**src/rtl/trig_csr_pkg.sv**
```systemverilog
package trig_csr_pkg;
  localparam int XLEN = 32;

  typedef enum logic [2:0] {
    CSR_SEL  = 3'd0,
    CSR_CTRL = 3'd1,
    CSR_CMP  = 3'd2,
    CSR_AUX  = 3'd3,
    CSR_INFO = 3'd4
  } csr_addr_e;

  localparam logic [3:0]      TYPE_MATCH     = 4'd2;
  localparam logic [3:0]      TYPE_MATCH_EXT = 4'd6;
  localparam logic [XLEN-1:0] INFO_VAL       = (XLEN'(1) << TYPE_MATCH) | (XLEN'(1) << TYPE_MATCH_EXT);
  // enable bits shared by both types: M(6) S(4) U(3) X(2) ST(1) LD(0)
  localparam logic [XLEN-1:0] KEEP_BASE      = 32'h0000_005F;
  // virtual-mode enables of the extended type: VU(24) VS(23)
  localparam logic [XLEN-1:0] KEEP_VIRT      = 32'h0180_0000;
  localparam logic [XLEN-1:0] CTRL_RESET     = {TYPE_MATCH, 28'h0};
endpackage

```
**src/rtl/trig_ctrl_legalize.sv**
```systemverilog
module trig_ctrl_legalize
  import trig_csr_pkg::*;
(
  input  logic [XLEN-1:0] wdata,
  output logic [XLEN-1:0] legal,
  output logic            type_ok
);
  logic [3:0] w_type;
  logic [3:0] w_size;
  logic       size_ok;

  assign w_type = wdata[31:28];
  assign w_size = wdata[19:16];

  always_comb begin
    case (w_size)
      4'd0, 4'd1, 4'd2, 4'd3, 4'd5: size_ok = 1'b1;
      default:                      size_ok = 1'b0;
    endcase
  end

  always_comb begin
    legal   = '0;
    type_ok = 1'b0;
    case (w_type)
      TYPE_MATCH: begin
        type_ok        = 1'b1;
        legal          = wdata & KEEP_BASE;
        legal[17:16]   = wdata[17:16];
        legal[31:28]   = TYPE_MATCH;
      end
      TYPE_MATCH_EXT: begin
        type_ok        = 1'b1;
        legal          = wdata & (KEEP_BASE | KEEP_VIRT);
        legal[19:16]   = size_ok ? w_size : 4'd0;
        legal[31:28]   = TYPE_MATCH_EXT;
      end
      default: begin
        type_ok = 1'b0;
        legal   = '0;
      end
    endcase
  end
endmodule

```
**src/rtl/trig_slot.sv**
```systemverilog
module trig_slot
  import trig_csr_pkg::*;
(
  input  logic            clk,
  input  logic            rst_n,
  input  logic            ctrl_we,
  input  logic            cmp_we,
  input  logic [XLEN-1:0] ctrl_new,
  input  logic [XLEN-1:0] cmp_new,
  output logic [XLEN-1:0] ctrl_q,
  output logic [XLEN-1:0] cmp_q,
  output logic            chg_q
);
  logic [XLEN-1:0] ctrl_d;
  logic [XLEN-1:0] cmp_d;
  logic            chg_d;

  always_comb begin
    ctrl_d = ctrl_we ? ctrl_new : ctrl_q;
    cmp_d  = cmp_we  ? cmp_new  : cmp_q;
    chg_d  = (ctrl_d != ctrl_q) || (cmp_d != cmp_q);
  end

  always_ff @(posedge clk or negedge rst_n) begin
    if (!rst_n) begin
      ctrl_q <= CTRL_RESET;
      cmp_q  <= '0;
      chg_q  <= 1'b0;
    end else begin
      if (ctrl_we) ctrl_q <= ctrl_d;
      if (cmp_we)  cmp_q  <= cmp_d;
      chg_q <= chg_d;
    end
  end
endmodule

```
**src/rtl/trig_rd_mux.sv**
```systemverilog
module trig_rd_mux
  import trig_csr_pkg::*;
#(
  parameter int NTRIG = 2,
  localparam int SEL_W = (NTRIG > 1) ? $clog2(NTRIG) : 1
) (
  input  logic [2:0]            addr,
  input  logic [SEL_W-1:0]      sel,
  input  logic [NTRIG*XLEN-1:0] ctrl_flat,
  input  logic [NTRIG*XLEN-1:0] cmp_flat,
  output logic [XLEN-1:0]       rdata
);
  logic [XLEN-1:0] ctrl_arr [NTRIG];
  logic [XLEN-1:0] cmp_arr  [NTRIG];

  for (genvar i = 0; i < NTRIG; i++) begin : g_unpack
    assign ctrl_arr[i] = ctrl_flat[i*XLEN +: XLEN];
    assign cmp_arr[i]  = cmp_flat[i*XLEN +: XLEN];
  end

  always_comb begin
    case (addr)
      CSR_SEL:  rdata = XLEN'(sel);
      CSR_CTRL: rdata = ctrl_arr[sel];
      CSR_CMP:  rdata = cmp_arr[sel];
      CSR_INFO: rdata = INFO_VAL;
      default:  rdata = '0;
    endcase
  end
endmodule

```
**src/rtl/trig_csr_bank.sv**
```systemverilog
module trig_csr_bank
  import trig_csr_pkg::*;
#(
  parameter int NTRIG = 2,
  localparam int SEL_W = (NTRIG > 1) ? $clog2(NTRIG) : 1
) (
  input  logic                  clk,
  input  logic                  rst_n,
  input  logic                  csr_we,
  input  logic [2:0]            csr_addr,
  input  logic [XLEN-1:0]       csr_wdata,
  output logic [XLEN-1:0]       csr_rdata,
  output logic [NTRIG*XLEN-1:0] trig_ctrl_o,
  output logic [NTRIG*XLEN-1:0] trig_cmp_o,
  output logic [NTRIG-1:0]      trig_chg_o
);
  logic [SEL_W-1:0] sel_q;
  logic [SEL_W-1:0] sel_d;
  logic             sel_en;
  logic [XLEN-1:0]  ctrl_legal;
  logic             type_ok;
  logic             wr_ctrl;
  logic             wr_cmp;

  assign wr_ctrl = csr_we && (csr_addr == CSR_CTRL) && type_ok;
  assign wr_cmp  = csr_we && (csr_addr == CSR_CMP);

  always_comb begin
    sel_en = csr_we && (csr_addr == CSR_SEL) && (csr_wdata < XLEN'(NTRIG));
    sel_d  = sel_en ? csr_wdata[SEL_W-1:0] : sel_q;
  end

  always_ff @(posedge clk or negedge rst_n) begin
    if (!rst_n)      sel_q <= '0;
    else if (sel_en) sel_q <= sel_d;
  end

  trig_ctrl_legalize u_legal (
    .wdata   (csr_wdata),
    .legal   (ctrl_legal),
    .type_ok (type_ok)
  );

  for (genvar i = 0; i < NTRIG; i++) begin : g_slot
    logic hit;
    assign hit = (sel_q == SEL_W'(i));
    trig_slot u_slot (
      .clk      (clk),
      .rst_n    (rst_n),
      .ctrl_we  (wr_ctrl && hit),
      .cmp_we   (wr_cmp && hit),
      .ctrl_new (ctrl_legal),
      .cmp_new  (csr_wdata),
      .ctrl_q   (trig_ctrl_o[i*XLEN +: XLEN]),
      .cmp_q    (trig_cmp_o[i*XLEN +: XLEN]),
      .chg_q    (trig_chg_o[i])
    );
  end

  trig_rd_mux #(.NTRIG(NTRIG)) u_rd (
    .addr      (csr_addr),
    .sel       (sel_q),
    .ctrl_flat (trig_ctrl_o),
    .cmp_flat  (trig_cmp_o),
    .rdata     (csr_rdata)
  );
endmodule

```
**config.mk**
```make
export PLATFORM = sky130hd
export DESIGN_NAME = trig_csr_bank
export DESIGN_NICKNAME = d
export VERILOG_FILES = /design/src/rtl/trig_csr_pkg.sv /design/src/rtl/trig_ctrl_legalize.sv /design/src/rtl/trig_slot.sv /design/src/rtl/trig_rd_mux.sv /design/src/rtl/trig_csr_bank.sv
export SDC_FILE = /design/constraint.sdc
export NUM_CORES = 1
export LEC_CHECK = 0
export BUFFER_PORTS_ARGS = -buffer_cell sky130_fd_sc_hd__buf_2
export CAP_MARGIN = 0
export CORE_ASPECT_RATIO = 1.5
export CORE_MARGIN = 2
export CORE_UTILIZATION = 54
export CTS_BUF_LIST = sky130_fd_sc_hd__clkbuf_16
export CTS_CLUSTER_DIAMETER = 100
export CTS_CLUSTER_SIZE = 28
export DETAILED_ROUTE_END_ITERATION = 6
export GPL_ROUTABILITY_DRIVEN = 0
export PLACE_DENSITY_LB_ADDON = 0.08
export SYNTH_ARGS = -nofsm -noshare
export SYNTH_HDL_FRONTEND = slang
export SYNTH_HIERARCHICAL = 1
export SYNTH_SLANG_ARGS = --single-unit
```
**constraint.sdc**
```tcl
create_clock -name clk -period 1.7 [get_ports clk]
set_clock_uncertainty 0.1 [all_clocks]
set_input_delay 0.255 -clock clk [delete_from_list [all_inputs] [get_ports clk]]
set_output_delay 0.255 -clock clk [all_outputs]
set_load 0.01 [all_outputs]
```
==> metrics.md <==
| Metric | Value |
|---|---|
| Critical Path AT | ~1.9 ns |
| Slew Viols, Final | 0 |
| WHS Endpoint | g_slot[1].u_slot/cmp_q[12] |
| Syn-to-layout area delta | 52.7% |
| Reg-to-reg setup timing slack | -0.23 ns |
| Total track usage | 0.370 |
| Register area share after synthesis | 0.428 |
| H-Tree Level Count | 4 |
| Initial DRT Pass Iterations | 5 |
| Period utilisation layout | 1.29 |
| Vias in the first global route | about 7500 |
| Synth Area in Simple Gates | 0.0814 |
| Via count | 7712 |
| Final setup viols | 143 |
| Type of the most critical hold path | in2reg |
| Main flop type after synthesis | dfrtp_1 |
| Horiz. Die Dim | between 100 and 150 µm |
| Clock Pin Slew Worst Setup and Hold Paths | 0.06 ns |
| IO buf count | just under 200 |
| Largest family of logic cells by synthesized area | multiplexers |
| TritonCTS clock tree | built |
| Failing checks | setup timing |
| Final Core Density | 0.840 |
| Antenna violations before repair | 1 |
| YS warnings | 6 |
| Peak VDD IR | approximately 690 µV |
| Seq cells post-synth | 131 |
| RSZ-0062 raised after global routing | true |
| Hold Startpoint | csr_wdata[12] |
| Adder-cell share of the synthesized area | 0 |
| Vias per inst | ~6.2 |
| Ports | 200 |
| Core area | about 14000 µm² |
| Root buffer cell | clkbuf_16 |
| Synth Area in XOR/XNOR | 0.112 |
| Most frequent cells in the layout | 195 x buf_2, 163 x buf_4, 126 x dfrtp_1 |
| Tmin final | roughly 2.2 ns |
| Cells on worst reg2reg path | 5 |
| CP delay by family, top | flip-flops |
| Sink Count | ~130 |
| Insertion delay to the later sink of the worst-skew pair | 0.42 ns |
| Synth Instances | between 600 and 700 |
| LEAKAGE | roughly 5.5 nW |
| Antenna viol nets, final | 0 |
| Worst Setup Start Kind | flip-flop |
| WL/cell | approximately 24 µm |
| CTS buffer count | 17 |
| Slowest CP cell | dfrtp_4 |
| Reg-to-Reg Start | g_slot[1].hit |
| Async SR Flop Fraction | 1.00 |
| Commonest non-fill, non-tap cell in the layout | buf_2 |
| Maxcap violations | 0 |
| Min setup slack post-route | -0.501 ns |
| Slew of the pin with the lowest slew margin | between 0.5 and 0.6 ns |
| Critical Path Fanout Max | 7 |
| Post-Route WL | 30300 µm |
| Die height | 150 µm |
| Share of cells above drive strength 1 | 0.569 |
| Crit path kind | reg2out |
| Clock tree buffer depth | 2 |
| Post-synthesis mux area share | 0.234 |
| Syn_area_per_cell | between 10 and 15 µm² |
| RR Endpoint | g_slot[1].u_slot/ctrl_q[2] |
| Synth cell types | 42 |
| First-pass GRT wire length | approximately 42000 µm |
| Largest stage delay on the critical path | 0.56 ns |
| Fmax | between 400 and 500 MHz |
| Fin nets | between 1000 and 1500 |
| Post-place setup slack | -0.811 ns |
| Mapped Area | around 7700 µm² |
| DRC | 0 |
| DRT iter0 DRCs | a little under 600 |
| Critical-path cell list | buf_6 -> buf_8 -> mux2i_2 -> o22ai_2 -> buf_2 |
| WP data required | ~1.3 ns |
| Hpwl dp | approximately 20000 µm |
| Power Total | roughly 10 mW |
| Largest net degree at the start of global routing | 41 |
| Final hold violation count | 0 |
| PD cells | 874 nW/µm² |
| # rows | between 50 and 60 |
| Hold depth | 2 |
| Initial Util | 0.550 |
| Overflow after GRT | 0 |
| Buffers plus inverters on the worst setup path | 3 |
| Critical path capture point type | primary output |
| Worst slew margin | 0.647 |
| Post-synthesis compound-gate area fraction | 0.0841 |
| Status | finished with violations |
| DIE AREA | 15200 µm² |
| EDFF count, synth | 0 |
[timing repair]
item	in CTS	in global routing
buffers inserted	6	10
setup endpoints to repair	84	145
hold buffers	1	0
resized for setup	92	44
hold endpoints to repair	22	0
pin swaps	25	17
gates cloned	2	6
[worst max-delay path by stage]
stage	from	endpoint	cells after the start
after floorplan	csr_wdata[28]	g_slot[0].u_slot/chg_q	8
after global routing	g_slot[1].hit	csr_rdata[4]	6
after CTS	g_slot[1].hit	csr_rdata[26]	6
final	g_slot[1].hit	csr_rdata[1]	5
after global placement	csr_wdata[17]	g_slot[0].u_slot/chg_q	10
after detailed placement	csr_wdata[17]	g_slot[1].u_slot/chg_q	10
[synth_stat cells, types with 3 or more instances]
cell type	n	share of area
dfrtp_1	129	0.42
xor2_1	8	0.0091
and3_2	3	0.0029
mux2i_1	63	0.082
mux2_1	19	0.028
buf_4	20	0.020
buf_2	20	0.013
nand2_1	32	0.016
o221ai_1	6	0.0069
inv_2	4	0.0020
nor2_1	4	0.0020
nand4_1	25	0.020
buf_6	4	0.0059
xnor2_1	86	0.098
and2_2	7	0.0069
clkbuf_1	8	0.0039
a22o_1	16	0.018
mux2_2	84	0.12
o21ai_0	28	0.018
o22ai_1	39	0.032
inv_1	32	0.016
nor4_1	20	0.016
[area by class of cell]
type,instances,area (µm²)
Fill cell,746,2230
Antenna cell,1,2.50
Tap cell,165,206
Clock inverter,14,188
Multi-Input combinational cell,483,4560
Sequential cell,131,3290
Timing Repair Buffer,399,2890
Clock buffer,17,425
Inverter,36,135
[kinds of logic (layout without fill, tap and decap cells)]
group / count (synthesis) / after routing
compound gates: 97 / 97
xor+xnor: 96 / 96
buf+inv: 88 / 466
flops: 131 / 131
mux: 166 / 166
other cells: 1 / 20
simple gates: 105 / 105
[metrics by stage]
stage / instance area (µm²) / setup TNS (ns) / hold slack, ns / cells
6_report: 11700 / -25.28 / 0.0651 / 1246
5_1_grt: 11700 / -29.35 / 0.0580 / 1246
4_1_cts: 11300 / -18.91 / 0.0538 / 1230
3_5_place_dp: 10100 / -32.19 / 0.108 / 1190
3_3_place_gp: 10100 / -29.24 / 0.103 / 1190
2_1_floorplan: 7730 / -0.0760 / -0.141 / 702
[worst reg2reg max path, delay by kind of cell (launching register included)]
family | cells | cell delay [ns]
DFF | 1 | 0.53
and+or+nand+nor | 1 | 0.17
buffers and inverters | 3 | 0.66
muxes | 1 | 0.35
[report_power, final]
| part | leakage (nW) | switching, mW | internal, mW |
|---|---|---|---|
| clock network | 0.294 | 1.45 | 2.44 |
| logic | 3.56 | 1.42 | 1.27 |
| registers | 1.65 | 0.256 | 3.39 |
[state kept, by name, indices dropped and copies added (netlist names)]
| name | flops |
|---|---|
| g_slot.hit | 1 |
| g_slot.u_slot/cmp_q | 64 |
| g_slot.u_slot/chg_q | 2 |
| g_slot.u_slot/ctrl_q | 64 |
[routing by layer]
| layer | share of wire | GRT usage | wire (µm) |
|---|---|---|---|
| met1 | 0.34 | 0.438 | 10300 |
| met2 | 0.50 | 0.632 | 15300 |
| met3 | 0.089 | 0.0635 | 2710 |
| met4 | 0.066 | 0.203 | 1990 |
| met5 | 0 | 0 | 0 |
Note: power is estimated with default switching activity, not from simulation.
